## src/rtl/colgen_pkg.sv

```systemverilog
// Shared encodings for the burst column generator.
package colgen_pkg;
    // Burst length codes; values not listed act as a single beat.
    typedef enum logic [2:0] {
        LEN_1    = 3'b000,
        LEN_2    = 3'b001,
        LEN_4    = 3'b010,
        LEN_8    = 3'b011,
        LEN_FULL = 3'b111
    } burst_len_e;

    // Beat ordering within a fixed-length burst.
    typedef enum logic {
        ORD_SEQ   = 1'b0,
        ORD_INTLV = 1'b1
    } burst_ord_e;
endpackage

```

## src/rtl/colgen_cfg_decode.sv

```systemverilog
// Turns a latched length code and ordering bit into a wrap mask, a
// full-page flag and the ordering actually applied.
// Assumes COL_W >= 3 so that an 8-beat window fits in the column.
module colgen_cfg_decode
    import colgen_pkg::*;
#(
    parameter int COL_W = 11
) (
    input  logic [2:0]       len_code,
    input  logic             order_in,
    output logic [COL_W-1:0] wrap_mask,
    output logic             full_page,
    output logic             use_intlv
);
    // Map the code to the mask of column bits that change during the burst.
    always_comb begin
        full_page = (len_code == LEN_FULL);
        case (len_code)
            LEN_2:    wrap_mask = COL_W'(1);
            LEN_4:    wrap_mask = COL_W'(3);
            LEN_8:    wrap_mask = COL_W'(7);
            LEN_FULL: wrap_mask = '1;
            default:  wrap_mask = '0;
        endcase
        // Interleaving is defined only for fixed lengths; full page counts up.
        use_intlv = (order_in == ORD_INTLV) && !full_page;
    end
endmodule

```

## src/rtl/colgen_beat_ctrl.sv

```systemverilog
// Tracks whether a burst is running and the index of the current beat.
// Assumes start has priority over stop. A fixed burst ends by itself
// after its final beat, and a full-page burst runs until stopped.
module colgen_beat_ctrl #(
    parameter int COL_W = 11
) (
    input  logic             clk,
    input  logic             rst_n,
    input  logic             start,
    input  logic             stop,
    input  logic [COL_W-1:0] wrap_mask,
    input  logic             full_page,
    output logic             active,
    output logic [COL_W-1:0] beat_idx,
    output logic             final_beat
);
    // Flag the final beat of a fixed-length burst.
    always_comb begin
        final_beat = active && !full_page && (beat_idx == wrap_mask);
    end

    // Advance, restart or end the burst once per clock.
    always_ff @(posedge clk) begin
        if (!rst_n) begin
            active   <= 1'b0;
            beat_idx <= '0;
        end else if (start) begin
            active   <= 1'b1;
            beat_idx <= '0;
        end else if (stop || final_beat) begin
            active   <= 1'b0;
            beat_idx <= '0;
        end else if (active) begin
            beat_idx <= beat_idx + COL_W'(1);
        end
    end
endmodule

```

## src/rtl/colgen_addr_map.sv

```systemverilog
// Combines the start column and the beat index into the column of the
// current beat. Bits inside the wrap mask take either the sum or the XOR;
// bits outside keep the start column's value.
module colgen_addr_map #(
    parameter int COL_W = 11
) (
    input  logic [COL_W-1:0] base_col,
    input  logic [COL_W-1:0] beat_idx,
    input  logic [COL_W-1:0] wrap_mask,
    input  logic             use_intlv,
    output logic [COL_W-1:0] col
);
    logic [COL_W-1:0] sum_col;

    // Running sum; carries past the mask are discarded bit by bit below.
    always_comb begin
        sum_col = base_col + beat_idx;
    end

    // One selector per column bit.
    for (genvar i = 0; i < COL_W; i++) begin : g_bit
        always_comb begin
            if (!wrap_mask[i])
                col[i] = base_col[i];
            else if (use_intlv)
                col[i] = base_col[i] ^ beat_idx[i];
            else
                col[i] = sum_col[i];
        end
    end
endmodule

```

## src/rtl/sdram_burst_colgen.sv

```systemverilog
// Burst column address generator. Captures the start column and burst
// configuration on cmd_start. From the next cycle on, it presents one
// column per clock until the burst completes, is terminated or is replaced.
// Assumes cmd_start and cmd_stop come from an already decoded command.
module sdram_burst_colgen #(
    parameter int COL_W = 11
) (
    input  logic             clk,
    input  logic             rst_n,
    input  logic             cmd_start,
    input  logic [COL_W-1:0] start_col,
    input  logic [2:0]       cfg_len,
    input  logic             cfg_order,
    input  logic             cmd_stop,
    output logic [COL_W-1:0] col_out,
    output logic             beat_valid,
    output logic             beat_last
);
    logic [COL_W-1:0] base_q;
    logic [2:0]       len_q;
    logic             ord_q;
    logic [COL_W-1:0] wrap_mask;
    logic             cfg_full;
    logic             use_intlv;
    logic             active;
    logic [COL_W-1:0] beat_idx;
    logic             final_beat;

    // Hold the burst parameters for the life of the burst.
    always_ff @(posedge clk) begin
        if (!rst_n) begin
            base_q <= '0;
            len_q  <= 3'b000;
            ord_q  <= 1'b0;
        end else if (cmd_start) begin
            base_q <= start_col;
            len_q  <= cfg_len;
            ord_q  <= cfg_order;
        end
    end

    colgen_cfg_decode #(.COL_W(COL_W)) u_dec (
        .len_code  (len_q),
        .order_in  (ord_q),
        .wrap_mask (wrap_mask),
        .full_page (cfg_full),
        .use_intlv (use_intlv)
    );

    colgen_beat_ctrl #(.COL_W(COL_W)) u_ctrl (
        .clk        (clk),
        .rst_n      (rst_n),
        .start      (cmd_start),
        .stop       (cmd_stop),
        .wrap_mask  (wrap_mask),
        .full_page  (cfg_full),
        .active     (active),
        .beat_idx   (beat_idx),
        .final_beat (final_beat)
    );

    colgen_addr_map #(.COL_W(COL_W)) u_map (
        .base_col  (base_q),
        .beat_idx  (beat_idx),
        .wrap_mask (wrap_mask),
        .use_intlv (use_intlv),
        .col       (col_out)
    );

    // Drive the beat flags from the controller state.
    always_comb begin
        beat_valid = active;
        beat_last  = final_beat;
    end
endmodule

```

## config.mk

```make
export PLATFORM = sky130hd
export DESIGN_NAME = sdram_burst_colgen
export DESIGN_NICKNAME = d
export VERILOG_FILES = /design/src/rtl/colgen_pkg.sv /design/src/rtl/colgen_cfg_decode.sv /design/src/rtl/colgen_beat_ctrl.sv /design/src/rtl/colgen_addr_map.sv /design/src/rtl/sdram_burst_colgen.sv
export SDC_FILE = /design/constraint.sdc
export NUM_CORES = 1
export LEC_CHECK = 0
export CORE_UTILIZATION = 52
export CTS_CLUSTER_SIZE = 16
export DETAILED_ROUTE_END_ITERATION = 6
export GPL_ROUTABILITY_DRIVEN = 0
export HOLD_SLACK_MARGIN = 0.08
export PLACE_DENSITY_LB_ADDON = 0.25
export SYNTH_ARGS = -nofsm -noshare
export SYNTH_HDL_FRONTEND = slang
export SYNTH_SLANG_ARGS = --single-unit
export TNS_END_PERCENT = 20
```

## constraint.sdc

```tcl
create_clock -name clk -period 2.4 [get_ports clk]
set_input_delay 0.24 -clock clk [delete_from_list [all_inputs] [get_ports clk]]
set_output_delay 0.24 -clock clk [all_outputs]
set_load 0.02 [all_outputs]
```

# == Word-level counts from Yosys, hierarchy flattened ==
# Cells that the tools add are included.
# Widths: inputs -> output; s select.
# classes
addsub,2
n_eq_ne,5
n_mux,25
bitwise_logic,12
reduce_logical,7
# op_table
op,n
$pmux 11 s4,1
$mux 1,24
$add 11x1->11 const B,1
$add 11x11->11,1
$eq 11x11->1,1
$xor 1x1->1,11
$eq 3x2->1 const B,2
$eq 3x1->1 const B,1
$eq 3x3->1 const B,1
$logic_and 1x1->1,3
$reduce_or 3->1,1
$reduce_bool 2->1,1
$logic_not 1->1,1
$logic_or 1x1->1,1
$not 1->1,1
# totals
regBits,27
input_bits,19

# == Longest topological paths before layout ==
# logic_depth
ltp_word,7
ltp_mapped,8
mapped_depth_nobuf,8

# == By module ==
# From an unflattened synthesis, not the netlist that was laid out.
# hier_totals
hier_cells,234
area_unflattened_um2,2102.0
# by_module_without_submodules
mod,instances,cells_per_inst,area_per_inst_um2,seq_area_each_um2
colgen_beat_ctrl,1,74,713.2,240.2
colgen_addr_map,1,97,698.2,0.0
sdram_burst_colgen,1,48,579.3,300.3
colgen_cfg_decode,1,15,111.4,0.0

# == Worst setup path after synthesis ==
# No wires, ideal clock.
# synth_path
path_kind,reg2out
from,reg u_ctrl.beat_idx[0]
to,out col_out[8]
arrival_ns,2.077
required_ns,2.160
path_slack_ns,0.083
path_stages_with_launch,9
path_buffers,0
cell_sequence,dfxtp_1 -> ha_1 -> fa_1 -> a21o_1 -> nand4_1 -> nand3_1 -> a31oi_1 -> xor2_1 -> o21ai_0
# synth_between
elab_chain_len,3
# synth_lines
item,line_no,text
start: declaration,colgen_beat_ctrl.sv:14,"output logic [COL_W-1:0] beat_idx,"
start signal: assignment,colgen_beat_ctrl.sv:34,beat_idx <= beat_idx + COL_W'(1);
$add 11x11->11,colgen_addr_map.sv:17,sum_col = base_col + beat_idx;
$mux 1,colgen_addr_map.sv:25,else if (use_intlv)
$mux 1,colgen_addr_map.sv:23,if (!wrap_mask[i])
end: declaration,sdram_burst_colgen.sv:15,"output logic [COL_W-1:0] col_out,"
# No other way between the ends.

# == Final worst setup path ==
# layout_path
from,reg base_q[0]
to,out col_out[10]
# layout_between
elab_chain_len,3
# layout_lines
item,line_no,text
start: declaration,sdram_burst_colgen.sv:19,logic [COL_W-1:0] base_q;
start signal: assignment,sdram_burst_colgen.sv:36,base_q <= start_col;
$add 11x11->11,colgen_addr_map.sv:17,
$mux 1,colgen_addr_map.sv:25,
$mux 1,colgen_addr_map.sv:23,
# No other way between the ends.

==> flow_metrics.env <==
export IMPL_status="finished with violations"
export IMPL_violations="setup timing"
export IMPL_synthCells=191
export IMPL_drt_wirelength_per_cell_um=14.30
export IMPL_post_synth_mux_area_share_pct=10.82
export IMPL_synth_main_ff_cell="sky130_fd_sc_hd__dfxtp_1"
export IMPL_setup_violations_final=3
export IMPL_synthAdderAreaFrac_pct=10.00
export IMPL_pwrdens_nw_per_um2=390.2
export IMPL_fin_nets=276
export IMPL_number_of_max_capacitance_violations_reported=0
export IMPL_n_antenna_cell=0
export IMPL_combinational_family_with_the_most_area_after_synthesis="simple AND/OR/NAND/NOR gates"
export IMPL_fp_dieW_um=58.78
export IMPL_post_cts_setup_buffers=0
export IMPL_async_flop_share_pct=0
export IMPL_number_of_search_and_repair_iterations_in_the_first_detailed_routing_pass=4
export IMPL_place_port_buffers=31
export IMPL_clkSlewWorstSetupHoldPaths_ns=0.15
export IMPL_detailroute_via_count=1548
export IMPL_pin_count=32
export IMPL_worstHoldPathType="in -> reg"
export IMPL_row_count=20
export IMPL_final_period_utilization_pct=107.8
export IMPL_synthesized_area_fraction_occupied_by_and_or_nand_nor_cells_pct=21.42
export IMPL_synthesis_area_um2=1677
export IMPL_htree_num_levels=1
export IMPL_cp_data_arrival_time_ns=2.35
export IMPL_flow_area_growth_from_synthesis_pct=33.66
export IMPL_antenna_left=0
export IMPL_parity_gate_share_of_the_synthesized_area_counting_xor_and_xnor_cells_pct=10.97
export IMPL_yosys_register_bits=27
export IMPL_cts_tree="yes"
export IMPL_slew_limit_headroom_pct=70.09
export IMPL_timing_worst_slew_pin_value_ns=0.4439
export IMPL_synth_enable_flop_cells=0
export IMPL_grt_max_degree=17
export IMPL_clk_root_buf="sky130_fd_sc_hd__clkbuf_4"
export IMPL_cp_end_kind="output port"
export IMPL_tritoncts_num_sinks=27
export IMPL_cts_max_path_buffers=2
export IMPL_grt_first_pass_wirelength_um=6706
export IMPL_final_core_utilization_pct=73.40
export IMPL_final_layout_size_suffix_gt1_share_pct=20.90
export IMPL_vdd_drop_max_mv=0.2425
export IMPL_worst_slack_ns=-0.1879
export IMPL_yosysWarnings=0
export IMPL_fin_hold_ws_ns=0.5221
export IMPL_placed_area_um2=2191
export IMPL_grt_use_total_pct=25.58
export IMPL_synthesized_area_fraction_occupied_by_ao_oa_aoi_and_oai_cells_pct=11.79
export IMPL_synth_nets=222
export IMPL_die_area_um2=3455
export IMPL_detail_route_vias_per_cell=5.375
export IMPL_numCtsBuffers=3
export IMPL_initial_utilization_pct=54.92
export IMPL_sequential_area_share_after_synthesis_pct=32.24
export IMPL_clkLatencyLatePin_ns=0.33
export IMPL_coreArea_um2=3053
export IMPL_antenna_found_initial=0
export IMPL_worst_setup_path_type="reg -> out"
export IMPL_min_tclk_post_route_ns=2.588
export IMPL_timing_final_max_slew_violations=0
export IMPL_power_mw=0.8744
export IMPL_rsz0062_at_grt="true"
export IMPL_drc=0
export IMPL_syn_mean_instance_area_um2=8.778
export IMPL_grt_remaining_overflow=0
export IMPL_cellLeakagePower_nw=0.9808
export IMPL_layout_cell_area_non_filler_um2=2241
export IMPL_final_hold_violating_endpoints=0
export IMPL_timing_fmax_mhz=386.4
export IMPL_drt_iter0_drc=43
export IMPL_totalWireLength_um=4117
export IMPL_yosys_cell_types_count=35
export IMPL_dpl_worst_slack_ns=-0.3403
export IMPL_layout_filler_cells=246
export IMPL_number_of_global_route_vias_before_repair=1600
export IMPL_skew_ns=0.01012
export IMPL_fp_dieH_um=58.78
export IMPL_timing_critical_path_from_type="register"
export IMPL_dp_hpwl_um=3131
export IMPL_cp_data_required_time_ns=2.16
export IMPL_worst_path_max_fanout=2
-- through the flow --
step	setup TNS, ns	std cells
final	-0.3531	288
after global routing	-0.8431	288
after CTS	-0.5650	288
after detailed placement	-1.183	284
after global placement	-0.6565	284
after floorplan	0	191
-- final cells by class --
type	instances	area (um^2)	area share, %
Tap cell	44	55.05	2.457
Clock buffer	4	26.28	1.173
Multi-Input combinational cell	154	1142	50.98
Inverter	4	15.01	0.6700
Sequential cell	27	545.5	24.34
Timing Repair Buffer	55	456.7	20.38
-- path summary, 6_finish.rpt --
kind	start	endpoint	slack, ns	depth (start not counted)
worst min-delay path	start_col[6]	base_q[6]	0.52	3
worst max register to register	u_ctrl.beat_idx[3]	u_ctrl.beat_idx[1]	0.46	5
worst max-delay path	base_q[0]	col_out[10]	-0.19	9
worst min register to register	base_q[10]	base_q[10]	0.56	2
-- per-layer routing --
| metal | wire length, um | track usage (%) |
|---|---|---|
| met5 | 0 | 0 |
| met4 | 63 | 10.54 |
| met3 | 121 | 3.516 |
| met2 | 2213 | 48.70 |
| met1 | 1718 | 28.07 |
-- timing repair --
| item | CTS | global route |
|---|---|---|
| hold buffers | 0 | 0 |
| setup endpoints to repair | 11 | 9 |
| gates resized for setup | 43 | 17 |
| pin swaps | 11 | 3 |
| endpoints found under the hold margin | 0 | 0 |
-- where the power goes --
group,internal [mW],total [mW],switching [mW]
combinational,0.104,0.191,0.0871
sequential,0.466,0.483,0.0175
clock,0.0652,0.200,0.135
-- kinds of logic after synthesis --
group,after synthesis
simple gates,70
compound gates,32
buf+inv,10
fa+ha+maj,13
xor+xnor,21
mux,18
flops,27
-- registers in the layout, indices dropped and copies added, names as in the netlist --
register / cells
u_ctrl.active: 1
ord_q: 1
len_q: 3
u_ctrl.beat_idx: 11
base_q: 11
-- layout by cell type, fill, tap and decap left out, drive strengths merged, types with 3 or more instances in the layout --
| cell type | count |
|---|---|
| xnor2 | 10 |
| nand3 | 4 |
| nor2b | 16 |
| nand4 | 4 |
| clkdlybuf4s50 | 20 |
| nor2 | 16 |
| a21o | 3 |
| clkbuf | 6 |
| mux2i | 17 |
| o21ai | 10 |
| dlygate4sd2 | 3 |
| ha | 11 |
| inv | 4 |
| and3 | 4 |
| nand2 | 19 |
| xor2 | 11 |
| a21oi | 8 |
| buf | 30 |
| dfxtp | 27 |
-- worst max-delay path, stage by stage (launching register included) --
cell	delay [ns]
sky130_fd_sc_hd__dfxtp_2	0.37
sky130_fd_sc_hd__ha_4	0.17
sky130_fd_sc_hd__fa_2	0.36
sky130_fd_sc_hd__a21o_1	0.19
sky130_fd_sc_hd__nand4_1	0.12
sky130_fd_sc_hd__a31oi_1	0.12
sky130_fd_sc_hd__nor3_2	0.18
sky130_fd_sc_hd__o21bai_1	0.10
sky130_fd_sc_hd__xnor2_1	0.22
sky130_fd_sc_hd__buf_4	0.18
-- cell usage after synthesis (2+ instances only) --
cell	number	share of area (%)
sky130_fd_sc_hd__nor2_1	16	3.6
sky130_fd_sc_hd__ha_1	11	8.2
sky130_fd_sc_hd__clkbuf_1	4	0.90
sky130_fd_sc_hd__dfxtp_1	27	32
sky130_fd_sc_hd__a21oi_1	8	2.4
sky130_fd_sc_hd__a21o_1	3	1.3
sky130_fd_sc_hd__xor2_1	11	5.7
sky130_fd_sc_hd__a41oi_1	2	1.0
sky130_fd_sc_hd__mux2i_1	17	10
sky130_fd_sc_hd__nand3_1	4	1.2
sky130_fd_sc_hd__nand2_1	19	4.3
sky130_fd_sc_hd__a31oi_1	2	0.75
sky130_fd_sc_hd__xnor2_1	10	5.2
sky130_fd_sc_hd__inv_1	4	0.90
sky130_fd_sc_hd__nor2b_1	16	6.0
sky130_fd_sc_hd__and3_1	3	1.1
sky130_fd_sc_hd__nand4_1	4	1.5
sky130_fd_sc_hd__o21ai_0	10	3.0
sky130_fd_sc_hd__nand2b_1	2	0.75
sky130_fd_sc_hd__o21bai_1	2	0.90
sky130_fd_sc_hd__a21boi_0	2	0.90
Note: power is estimated with default switching activity, not from simulation.
